$ cat config.mk
export PLATFORM = sky130hd
export DESIGN_NAME = tgt_regbank
export DESIGN_NICKNAME = d
export VERILOG_FILES = /design/src/rtl/tgt_regbank_pkg.sv /design/src/rtl/tgt_byte_fifo.sv /design/src/rtl/tgt_ctrl_reg.sv /design/src/rtl/tgt_irq_gen.sv /design/src/rtl/tgt_regbank.sv
export SDC_FILE = /design/constraint.sdc
export NUM_CORES = 1
export LEC_CHECK = 0
export BUFFER_PORTS_ARGS = -buffer_cell sky130_fd_sc_hd__buf_2
export CORE_MARGIN = 5
export CORE_UTILIZATION = 57
export DETAILED_ROUTE_END_ITERATION = 7
export HOLD_SLACK_MARGIN = 0.03
export PLACE_DENSITY_LB_ADDON = 0.08
export REMOVE_ABC_BUFFERS = 1
export SLEW_MARGIN = 20
export SYNTH_ARGS = -nofsm -noshare
export SYNTH_HDL_FRONTEND = slang
export SYNTH_SLANG_ARGS = --single-unit
$ cat constraint.sdc
create_clock -name clk -period 7.5 [get_ports clk]
set_clock_uncertainty 0.05 [all_clocks]
set_input_delay 1.125 -clock clk [delete_from_list [all_inputs] [get_ports clk]]
set_output_delay 1.125 -clock clk [all_outputs]
set_load 0.03 [all_outputs]
$ cat src/rtl/tgt_regbank_pkg.sv
package tgt_regbank_pkg;

  localparam int B_EN       = 0;
  localparam int B_CLR_RX   = 1;
  localparam int B_CLR_TX   = 2;
  localparam int B_SLOW     = 3;
  localparam int B_ADDR_LO  = 4;
  localparam int B_IE_RXA   = 11;
  localparam int B_IE_RXF   = 12;
  localparam int B_IE_TXE   = 13;
  localparam int B_DEPTH_LO = 15;
  localparam int B_RX_AVAIL = 25;
  localparam int B_RX_FULL  = 26;
  localparam int B_TX_EMPTY = 27;
  localparam int B_TX_FULL  = 28;
  localparam int B_SCL      = 29;
  localparam int B_SDA      = 30;
  localparam int B_BUSY     = 31;

  typedef struct packed {
    logic       ie_txe;
    logic       ie_rxf;
    logic       ie_rxa;
    logic [6:0] own;
    logic       slow;
    logic       en;
  } cfg_t;

  typedef struct packed {
    logic busy;
    logic sda;
    logic scl;
    logic tx_full;
    logic tx_empty;
    logic rx_full;
    logic rx_avail;
  } stat_t;

  function automatic bit is_pow2(int v);
    return (v >= 1) && ((v & (v - 1)) == 0);
  endfunction

  function automatic logic [3:0] depth_code(int v);
    int k;
    k = 0;
    for (int i = 0; i < 16; i++) begin
      if ((1 << i) < v) k = i + 1;
    end
    return 4'(k);
  endfunction

  function automatic cfg_t decode_ctrl(logic [31:0] w);
    cfg_t c;
    c.en     = w[B_EN];
    c.slow   = w[B_SLOW];
    c.own    = w[B_ADDR_LO +: 7];
    c.ie_rxa = w[B_IE_RXA];
    c.ie_rxf = w[B_IE_RXF];
    c.ie_txe = w[B_IE_TXE];
    return c;
  endfunction

  function automatic logic [31:0] encode_ctrl(cfg_t c, logic [3:0] dc, stat_t s);
    logic [31:0] w;
    w = '0;
    w[B_EN]             = c.en;
    w[B_SLOW]           = c.slow;
    w[B_ADDR_LO +: 7]   = c.own;
    w[B_IE_RXA]         = c.ie_rxa;
    w[B_IE_RXF]         = c.ie_rxf;
    w[B_IE_TXE]         = c.ie_txe;
    w[B_DEPTH_LO +: 4]  = dc;
    w[B_RX_AVAIL]       = s.rx_avail;
    w[B_RX_FULL]        = s.rx_full;
    w[B_TX_EMPTY]       = s.tx_empty;
    w[B_TX_FULL]        = s.tx_full;
    w[B_SCL]            = s.scl;
    w[B_SDA]            = s.sda;
    w[B_BUSY]           = s.busy;
    return w;
  endfunction

  function automatic logic irq_term(cfg_t c, logic rx_avail, logic rx_full, logic tx_empty);
    return c.en & ((c.ie_rxa & rx_avail) | (c.ie_rxf & rx_full) | (c.ie_txe & tx_empty));
  endfunction

endpackage

$ cat src/rtl/tgt_byte_fifo.sv
module tgt_byte_fifo #(
  parameter int DEPTH = 4,
  parameter int WIDTH = 8
) (
  input  logic             clk,
  input  logic             rst_n,
  input  logic             flush,
  input  logic             push,
  input  logic [WIDTH-1:0] push_data,
  input  logic             pop,
  output logic [WIDTH-1:0] head,
  output logic             empty,
  output logic             full,
  output logic             push_drop,
  output logic             pop_ok
);
  localparam int PW = (DEPTH > 1) ? $clog2(DEPTH) : 1;
  localparam int CW = $clog2(DEPTH + 1);

  logic [WIDTH-1:0] mem [DEPTH];
  logic [PW-1:0]    wp, rp;
  logic [CW-1:0]    cnt;
  logic             push_ok;

  function automatic logic [PW-1:0] step(logic [PW-1:0] p);
    return (int'(p) == DEPTH - 1) ? '0 : p + 1'b1;
  endfunction

  assign empty     = (cnt == '0);
  assign full      = (cnt == CW'(DEPTH));
  assign push_ok   = push & ~full & ~flush;
  assign push_drop = push & full & ~flush;
  assign pop_ok    = pop & ~empty & ~flush;
  assign head      = mem[rp];

  always_ff @(posedge clk) begin
    if (!rst_n || flush) begin
      wp  <= '0;
      rp  <= '0;
      cnt <= '0;
    end else begin
      if (push_ok) wp <= step(wp);
      if (pop_ok)  rp <= step(rp);
      case ({push_ok, pop_ok})
        2'b10:   cnt <= cnt + 1'b1;
        2'b01:   cnt <= cnt - 1'b1;
        default: cnt <= cnt;
      endcase
    end
  end

  always_ff @(posedge clk) begin
    if (push_ok) mem[wp] <= push_data;
  end

endmodule

$ cat src/rtl/tgt_ctrl_reg.sv
module tgt_ctrl_reg
  import tgt_regbank_pkg::*;
(
  input  logic        clk,
  input  logic        rst_n,
  input  logic        wr,
  input  logic [31:0] wdata,
  output cfg_t        cfg,
  output logic        clr_rx,
  output logic        clr_tx,
  output logic        going_off
);
  always_ff @(posedge clk) begin
    if (!rst_n) cfg <= '0;
    else if (wr) cfg <= decode_ctrl(wdata);
  end

  assign clr_rx    = wr & wdata[B_CLR_RX];
  assign clr_tx    = wr & wdata[B_CLR_TX];
  assign going_off = wr & ~wdata[B_EN];

endmodule

$ cat src/rtl/tgt_irq_gen.sv
module tgt_irq_gen
  import tgt_regbank_pkg::*;
(
  input  cfg_t cfg,
  input  logic rx_avail,
  input  logic rx_full,
  input  logic tx_empty,
  output logic irq
);
  assign irq = irq_term(cfg, rx_avail, rx_full, tx_empty);
endmodule

$ cat src/rtl/tgt_regbank.sv
module tgt_regbank
  import tgt_regbank_pkg::*;
#(
  parameter int FIFO_DEPTH = 4,
  parameter int ADDR_W     = 4
) (
  input  logic              clk,
  input  logic              rst_n,
  input  logic              req_valid,
  input  logic              req_write,
  input  logic [ADDR_W-1:0] req_addr,
  input  logic [3:0]        req_be,
  input  logic [31:0]       req_wdata,
  output logic              rsp_ack,
  output logic [31:0]       rsp_rdata,
  output logic              eng_enable,
  output logic              eng_slow_sample,
  output logic [6:0]        eng_own_addr,
  input  logic              eng_busy,
  input  logic              eng_scl_sense,
  input  logic              eng_sda_sense,
  input  logic              rx_wr_valid,
  input  logic [7:0]        rx_wr_data,
  input  logic              tx_rd,
  output logic [7:0]        tx_rd_data,
  output logic              tx_rd_avail,
  output logic              irq
);
  localparam int          WW         = ADDR_W - 2;
  localparam logic [3:0]  DEPTH_CODE = depth_code(FIFO_DEPTH);

  if (!is_pow2(FIFO_DEPTH) || FIFO_DEPTH > 32768) begin : g_bad_depth
    $error("FIFO_DEPTH must be a power of two between 1 and 32768");
  end
  if (ADDR_W < 3) begin : g_bad_addr
    $error("ADDR_W must be at least 3");
  end

  cfg_t          cfg;
  logic [WW-1:0] word;
  logic          sel_ctrl, sel_data, full_word;
  logic          ctrl_wr, data_wr, data_rd;
  logic          clr_rx, clr_tx, going_off;
  logic          rx_flush, tx_flush;
  logic          rx_empty, rx_full, tx_empty, tx_full;
  logic [7:0]    rx_head, tx_head;
  logic          rx_push_drop, tx_push_drop, rx_pop_ok, tx_pop_ok;
  stat_t         st;
  logic [31:0]   rd_word;

  assign word      = req_addr[ADDR_W-1:2];
  assign sel_ctrl  = (word == WW'(0));
  assign sel_data  = (word == WW'(1));
  assign full_word = &req_be;
  assign ctrl_wr   = req_valid & req_write & full_word & sel_ctrl;
  assign data_wr   = req_valid & req_write & full_word & sel_data & cfg.en;
  assign data_rd   = req_valid & ~req_write & sel_data;

  tgt_ctrl_reg u_ctrl (
    .clk       (clk),
    .rst_n     (rst_n),
    .wr        (ctrl_wr),
    .wdata     (req_wdata),
    .cfg       (cfg),
    .clr_rx    (clr_rx),
    .clr_tx    (clr_tx),
    .going_off (going_off)
  );

  assign rx_flush = ~cfg.en | clr_rx | going_off;
  assign tx_flush = ~cfg.en | clr_tx | going_off;

  tgt_byte_fifo #(.DEPTH(FIFO_DEPTH), .WIDTH(8)) u_rx_fifo (
    .clk       (clk),
    .rst_n     (rst_n),
    .flush     (rx_flush),
    .push      (rx_wr_valid),
    .push_data (rx_wr_data),
    .pop       (data_rd),
    .head      (rx_head),
    .empty     (rx_empty),
    .full      (rx_full),
    .push_drop (rx_push_drop),
    .pop_ok    (rx_pop_ok)
  );

  tgt_byte_fifo #(.DEPTH(FIFO_DEPTH), .WIDTH(8)) u_tx_fifo (
    .clk       (clk),
    .rst_n     (rst_n),
    .flush     (tx_flush),
    .push      (data_wr),
    .push_data (req_wdata[7:0]),
    .pop       (tx_rd),
    .head      (tx_head),
    .empty     (tx_empty),
    .full      (tx_full),
    .push_drop (tx_push_drop),
    .pop_ok    (tx_pop_ok)
  );

  tgt_irq_gen u_irq (
    .cfg      (cfg),
    .rx_avail (~rx_empty),
    .rx_full  (rx_full),
    .tx_empty (tx_empty),
    .irq      (irq)
  );

  assign st.busy     = eng_busy;
  assign st.sda      = eng_sda_sense;
  assign st.scl      = eng_scl_sense;
  assign st.tx_full  = tx_full;
  assign st.tx_empty = tx_empty;
  assign st.rx_full  = rx_full;
  assign st.rx_avail = ~rx_empty;

  always_comb begin
    rd_word = '0;
    if (sel_ctrl)      rd_word = encode_ctrl(cfg, DEPTH_CODE, st);
    else if (sel_data) rd_word = {24'b0, rx_empty ? 8'h00 : rx_head};
  end

  always_ff @(posedge clk) begin
    if (!rst_n) begin
      rsp_ack   <= 1'b0;
      rsp_rdata <= '0;
    end else begin
      rsp_ack   <= req_valid;
      rsp_rdata <= (req_valid & ~req_write) ? rd_word : '0;
    end
  end

  assign eng_enable      = cfg.en;
  assign eng_slow_sample = cfg.slow;
  assign eng_own_addr    = cfg.own;
  assign tx_rd_avail     = ~tx_empty;
  assign tx_rd_data      = tx_empty ? 8'hFF : tx_head;

endmodule

# --- Word-level counts from Yosys, hierarchy flattened ---
# Memories as Yosys holds them, arrays and structs flattened. A register that Yosys moved wholly into a read port is not among the register bits.
# Cells that the tools add are included.
totals:
  ramBits: 64
  register_bits: 59
  input_bits: 57
  output_inout_bits: 52
  word_cells: 107
  memories: 2
mem_list:
  columns: ["name", "depth", "width", "read_ports", "rd_clocked_by_memory_dff", "wr", "line", "rtl"]
  rows:
  - ["u_rx_fifo.mem", 4, 8, 1, 1, 1, "tgt_byte_fifo.sv:20", "logic [WIDTH-1:0] mem [DEPTH];"]
  - ["u_tx_fifo.mem", 4, 8, 1, 1, 1, "tgt_byte_fifo.sv:20", null]
op_classes:
  addsub: 8
  reduce_logical: 12
  eq_ne: 11
  bitwise: 40
  n_mux: 18
op_table:
  columns: ["cell", "count"]
  rows:
  - ["32-bit 2-to-1 mux", 1]
  - ["8-bit 2-to-1 mux", 3]
  - ["1-bit AND", 22]
  - ["2-bit 2-to-1 mux", 8]
  - ["2-bit by 1-bit == test with 1-bit output, second input constant", 7]
  - ["1-bit NOT", 12]
  - ["3-bit one-hot mux with 2 select lines", 2]
  - ["2-bit by 1-bit adder with 2-bit output, second input constant", 4]
  - ["3-bit by 1-bit adder with 3-bit output, second input constant", 2]
  - ["3-bit == test, second input constant", 2]
  - ["3-bit logical NOT", 2]
  - ["1-bit OR", 6]
  - ["3-bit by 1-bit subtractor with 3-bit output, second input constant", 2]
  - ["5-bit OR reduction", 1]
  - ["2-bit == test, second input constant", 2]
  - ["1-bit 2-to-1 mux", 4]
  - ["4-bit AND reduction", 1]
  - ["2-bit nonzero test", 2]
  - ["3-bit OR reduction", 1]
  - ["2-bit logical NOT", 1]
  - ["1-bit logical OR", 2]
  - ["2-bit AND reduction", 1]
  - ["1-bit logical NOT", 1]

# --- Depth between registers and ports, before layout ---
depth:
  ltp_word: 10
  depth_mapped: 12
  ltp_nobuf: 11

# --- Modules after synthesis ---
# From an unflattened synthesis, not the netlist that was laid out.
unflattened:
  hier_cells: 343
  hier_area_um2: 4845.9
by_module_without_submodules:
  columns: ["mod", "seq_area_each_um2", "n_inst", "cells_each", "area_each_um2"]
  rows:
  - ["tgt_byte_fifo", 1141.1, 2, 100, 1660.3]
  - ["tgt_regbank", 460.4, 1, 99, 1019.7]
  - ["tgt_ctrl_reg", 240.2, 1, 42, 489.2]
  - ["tgt_irq_gen", 0.0, 1, 2, 16.3]

# --- Least setup slack after synthesis ---
# Ideal clock, no wire load.
synth_timing:
  path_kind: "input port to flip-flop"
  start: "in req_be[0]"
  end: "reg u_rx_fifo.cnt[2]"
  cell_stages: 12
  path_buffers: 1
  slack_ps: 4198
  setup_time_ps: 126
  arrival_ps: 3126
  required_ps: 7324
  path_cell_list: "nand2_1 or4_1 buf_2 o211a_1 inv_1 ha_1 inv_1 fa_1 xor2_1 nor2_1 xnor2_1 nor2_1"
synth_between:
  elab_chain_cells: 10
  elab_cells_between_ends: 15
  classes_between: "eq/ne (2); mux (1); bitwise (9); reduce/logical (3)"
synth_lines:
  columns: ["item", "line", "rtl"]
  rows:
  - ["start: declaration", "tgt_regbank.sv:12", "input logic [3:0] req_be,"]
  - ["4-bit AND reduction *", "tgt_regbank.sv:54", "assign full_word = &req_be;"]
  - ["1-bit AND * (2 in a row)", "tgt_regbank.sv:55", "assign ctrl_wr = req_valid & req_write & full_word & sel_ctrl;"]
  - ["1-bit AND", "tgt_ctrl_reg.sv:18", "assign clr_rx = wr & wdata[B_CLR_RX];"]
  - ["1-bit OR", "tgt_regbank.sv:70", "assign rx_flush = ~cfg.en | clr_rx | going_off;"]
  - ["1-bit OR *", "tgt_regbank.sv:70", null]
  - ["1-bit NOT", "tgt_byte_fifo.sv:31, tgt_byte_fifo.sv:33", null]
  - ["1-bit AND, on equally long branches", "tgt_byte_fifo.sv:33, tgt_byte_fifo.sv:31", null]
  - ["2-bit by 1-bit == test with 1-bit output or 2-bit == test (tied branches)", "tgt_byte_fifo.sv:44", "case ({push_ok, pop_ok})"]
  - ["3-bit one-hot mux with 2 select lines or 2-bit nonzero test (tied branches)", null, null]
  - ["end signal: assignment", "tgt_byte_fifo.sv:45", "2'b10: cnt <= cnt + 1'b1;"]
  - ["end signal: assignment", "tgt_byte_fifo.sv:46", "2'b01: cnt <= cnt - 1'b1;"]
  - ["end signal: assignment", "tgt_byte_fifo.sv:47", "default: cnt <= cnt;"]
  - ["end: declaration", "tgt_byte_fifo.sv:22", "logic [CW-1:0] cnt;"]
# Every way passes the cells marked *; elsewhere a longest branch is shown, timed or not.
# A chain may end at the register's enable or synchronous reset.

# --- Worst setup path in the final report ---
layout_timing:
  start: "in req_valid"
  end: "reg u_rx_fifo.cnt[2]"
layout_between:
  elab_chain_cells: 10
  elab_cells_between_ends: 18
  classes_between: "eq/ne (2); mux (1); bitwise (13); reduce/logical (2)"
layout_lines:
  columns: ["item", "line", "rtl"]
  rows:
  - ["start: declaration", "tgt_regbank.sv:9", "input logic req_valid,"]
  - ["1-bit AND (3 in a row)", "tgt_regbank.sv:55", null]
  - ["1-bit AND", "tgt_ctrl_reg.sv:18", null]
  - ["1-bit OR (2 in a row)", "tgt_regbank.sv:70", null]
  - ["1-bit NOT", "tgt_byte_fifo.sv:31, tgt_byte_fifo.sv:33", null]
  - ["1-bit AND, on equally long branches", "tgt_byte_fifo.sv:33, tgt_byte_fifo.sv:31", null]
  - ["2-bit by 1-bit == test with 1-bit output or 2-bit == test (tied branches)", "tgt_byte_fifo.sv:44", null]
  - ["3-bit one-hot mux with 2 select lines or 2-bit nonzero test (tied branches)", null, null]
# Several ways; a longest one is shown, not always the timed one.

==> impl_metrics.py <==
metrics = {
    "grt": {
        "grt_max_degree": 18,
        "grt_antenna_before_repair": 0,
        "grt_overflow": 0,
        "grt_usage": 0.1939,
        "grt_pass1_vias": 2858,
        "grt_pass1_wl_mm": 14.60,
    },
    "sta": {
        "finalSetupViolations": 0,
        "period_needed_ns": 3.441,
        "tns_ns": 0,
        "fmax_mhz": 290.6,
        "drv_slew": 0,
        "rsz0062_at_grt": "no",
        "max_slew_margin": 0.5002,
        "min_period_over_period": 0.4588,
        "worstMarginPinSlew_ns": 0.7441,
        "finalHoldViolations": 0,
    },
    "pwr": {
        "irDropWorstVdd_uv": 163.8,
        "leakagePower_uw": 0.002107,
        "cellPowerDensity_nw_per_um2": 267.0,
    },
    "final_layout": {
        "design_area_um2": 5642,
        "fin_nets": 481,
        "n_antenna_cell": 0,
        "multi_input_area_um2": 1475,
        "drive_above_1_share": 0.3310,
        "fillers": 567,
        "area.growth.synth_to_final_pct": 21.63,
        "regArea_um2": 2983,
    },
    "cts": {
        "clk_path_buf_depth": 2,
        "postCtsSetupRepairBufs": 0,
        "cts_tree": "yes",
        "cts_root_buffer": "clkbuf_8",
        "path_clk_slew_ns": 0.06,
        "ctsHoldBuffers": 0,
        "h-tree-depth": 4,
        "clk_latency_ns": 0.50,
        "cts_resized": 0,
        "cts_buffers": 17,
        "cts_num_sinks": 117,
    },
    "worst_setup_path": {
        "slowest_stage": "or4_1",
        "reg2reg_slack_ns": 5.04,
        "cp.depth": 12,
        "path_max_fanout": 16,
        "path_buf_inv": 3,
        "critPathLaunchType": "primary input",
        "end_kind": "flop",
        "r2r-start": "u_ctrl.cfg[0]",
        "worstPathArrival_ns": 3.77,
        "required_ns": 7.83,
        "crit_start": "req_valid",
        "crit_chain": "buf_2, nand4_2, or4_1, o211a_1, inv_1, ha_1, inv_1, fa_1, xor2_1, nor2_1, xnor2_1, nor2_1",
        "crit_path_end": "u_rx_fifo.cnt[2]",
        "r2r-end": "u_tx_fifo.cnt[2]",
        "crit_family": "simple AND/OR/NAND/NOR gates",
        "cp_slowest_stage_delay_ns": 0.78,
        "reg2reg_depth": 10,
        "crit_type": "primary input to flop",
    },
    "floorplanning": {
        "start_util": 0.5761,
        "die-area_um2": 10040,
        "ios": 109,
        "fp-row-count": 33,
        "core_um2": 8051,
        "die_height_um": 100.2,
        "die_w_um": 100.2,
    },
    "outcome": {
        "status": "finished clean",
    },
    "synthesis": {
        "yosysWarnings": 0,
        "synth-edff-count": 64,
        "synth_seq_cells": 117,
        "synthArstFlopShare": 0,
        "synth_top_flop_cell": "edfxtp_1",
        "ys_seq_area_frac": 0.6431,
        "syn_inst": 332,
        "ys_types": 37,
        "synth_area_leaders": "edfxtp_1 (41%), dfxtp_1 (23%), mux4_2 (7.8%)",
        "yosysTopAreaCellShare": 0.4144,
        "postSynthAreaPerCell_um2": 13.97,
        "synth_top_area_cell": "edfxtp_1",
        "netlist_area_um2": 4638,
    },
    "place": {
        "placed_cell_area_um2": 5047,
        "port_buffers": 78,
        "gp_congestion": 0.7465,
        "hpwl_mm": 6.236,
    },
    "routing": {
        "ant_nets": 0,
        "drt_iter0_markers": 96,
        "via_per_inst": 5.203,
        "wirelength_mm": 8.946,
        "routed-via-count": 2747,
        "drt_pass1_iterations": 6,
        "avgRoutedWirePerCell_um": 16.94,
        "drc": 0,
    },
    "hold_path": {
        "hold_path_class": "flop to flop",
        "hold_depth": 2,
    },
    "run": {
        "drv_cap": 0,
    },
}
==> routing by layer <==
layer	routed length [um]	GRT usage	vias to the layer above
li1	-	-	1316
met1	3515	0.2177	1345
met2	4864	0.3496	73
met3	442	0.05629	13
met4	125	0.06839	0
met5	0	0	-
==> metrics by stage <==
step           hold slack (ns)  power, uW  setup slack (ns)  utilization  std cells
3_5_place_dp            0.4166      721.1             3.547       0.6269        496
4_1_cts                 0.4301       1516             4.058       0.7007        528
5_1_grt                 0.4586       1554             3.932       0.7007        528
6_report                0.4272       1506             4.059       0.7007        528
3_3_place_gp            0.4094      720.0             3.622       0.6258        496
2_1_floorplan           0.4021      702.6             4.051            -        311
==> logic make-up after synthesis <==
family | after synthesis | share of synthesized area
flops | 117 | 0.6431
compound gates | 32 | 0.05989
mux | 20 | 0.08632
simple gates | 98 | 0.1068
fa+ha+maj | 14 | 0.04100
xor+xnor | 6 | 0.01133
buf+inv | 44 | 0.05071
other cells | 1 | 0.0008085
==> worst register-to-register path, cell delays in order (launching register included) <==
cell	delay, ns
dfxtp_1	0.60
nand3b_1	0.19
a2111oi_4	0.55
inv_1	0.09
ha_1	0.22
inv_1	0.07
fa_1	0.17
xor2_1	0.15
nor2_1	0.07
xnor2_1	0.13
nor2_1	0.05
==> synthesized netlist by cell type (all sizes together) (3+ instances only) <==
cell type,instances
edfxtp,64
dfxtp,53
nand2,31
buf,22
and2,21
nor2,18
mux4,16
a21boi,13
inv,13
ha,12
clkbuf,8
or2,8
a21oi,6
a32o,6
and3,5
mux2i,4
xor2,4
nand3,3
or3,3
==> how the worst min path moves through the flow <==
stage	end	startpoint	slack [ns]
detailed placement	rsp_rdata[8]	u_ctrl.cfg[6]	0.42
floorplan	u_ctrl.cfg[9]	u_ctrl.cfg[9]	0.40
CTS	rsp_rdata[8]	u_ctrl.cfg[6]	0.43
global placement	u_ctrl.cfg[6]	u_ctrl.cfg[6]	0.41
global route	u_ctrl.cfg[6]	u_ctrl.cfg[6]	0.46
finish	u_ctrl.cfg[6]	u_ctrl.cfg[6]	0.43
==> report_power, final <==
| part | internal (uW) | leakage, uW | switching (uW) |
|---|---|---|---|
| clock network | 508 | 0.000276 | 290 |
| logic | 9.83 | 0.000829 | 21.8 |
| registers | 676 | 0.00100 | 0.269 |
| total | 1190 | 0.00211 | 312 |
==> registers in the layout (all words and copies together), names as in the netlist, named ones only <==
name / count
u_rx_fifo.cnt: 3
u_tx_fifo.cnt: 3
u_ctrl.cfg: 12
u_rx_fifo.wp: 2
u_rx_fifo.mem: 32
u_tx_fifo.rp: 2
u_tx_fifo.wp: 2
rsp_rdata: 22
u_rx_fifo.rp: 2
u_tx_fifo.mem: 32
rsp_ack: 1
==> area by class of cell <==
type                    count  share of cell area
multi-input cells         180              0.2615
repair buffers             80             0.07186
well taps                 105             0.02329
clock inverters            14             0.03127
clock buffers              18             0.07407
flip-flops and latches    117              0.5287
inverters                  14            0.009315
==> cells in the final DEF (no fill, tap or decap), drive strengths merged, types with 2 or more instances in the layout <==
master	netlist	layout
bufinv	0	3
nor4	2	2
a21boi	13	13
and2	21	21
nand2	31	31
buf	22	80
clkinvlp	0	4
or3	3	3
nor2	18	18
nor2b	2	2
or2	8	8
conb	1	10
xor2	4	4
ha	12	12
dfxtp	53	53
mux2i	4	4
inv	13	16
o211ai	2	2
fa	2	2
clkbuf	8	18
edfxtp	64	64
and3	5	5
clkinv	1	5
mux4	16	16
a21oi	6	6
a32o	6	6
xnor2	2	2
nand3	3	3
Power figures use the tool's default switching activity.
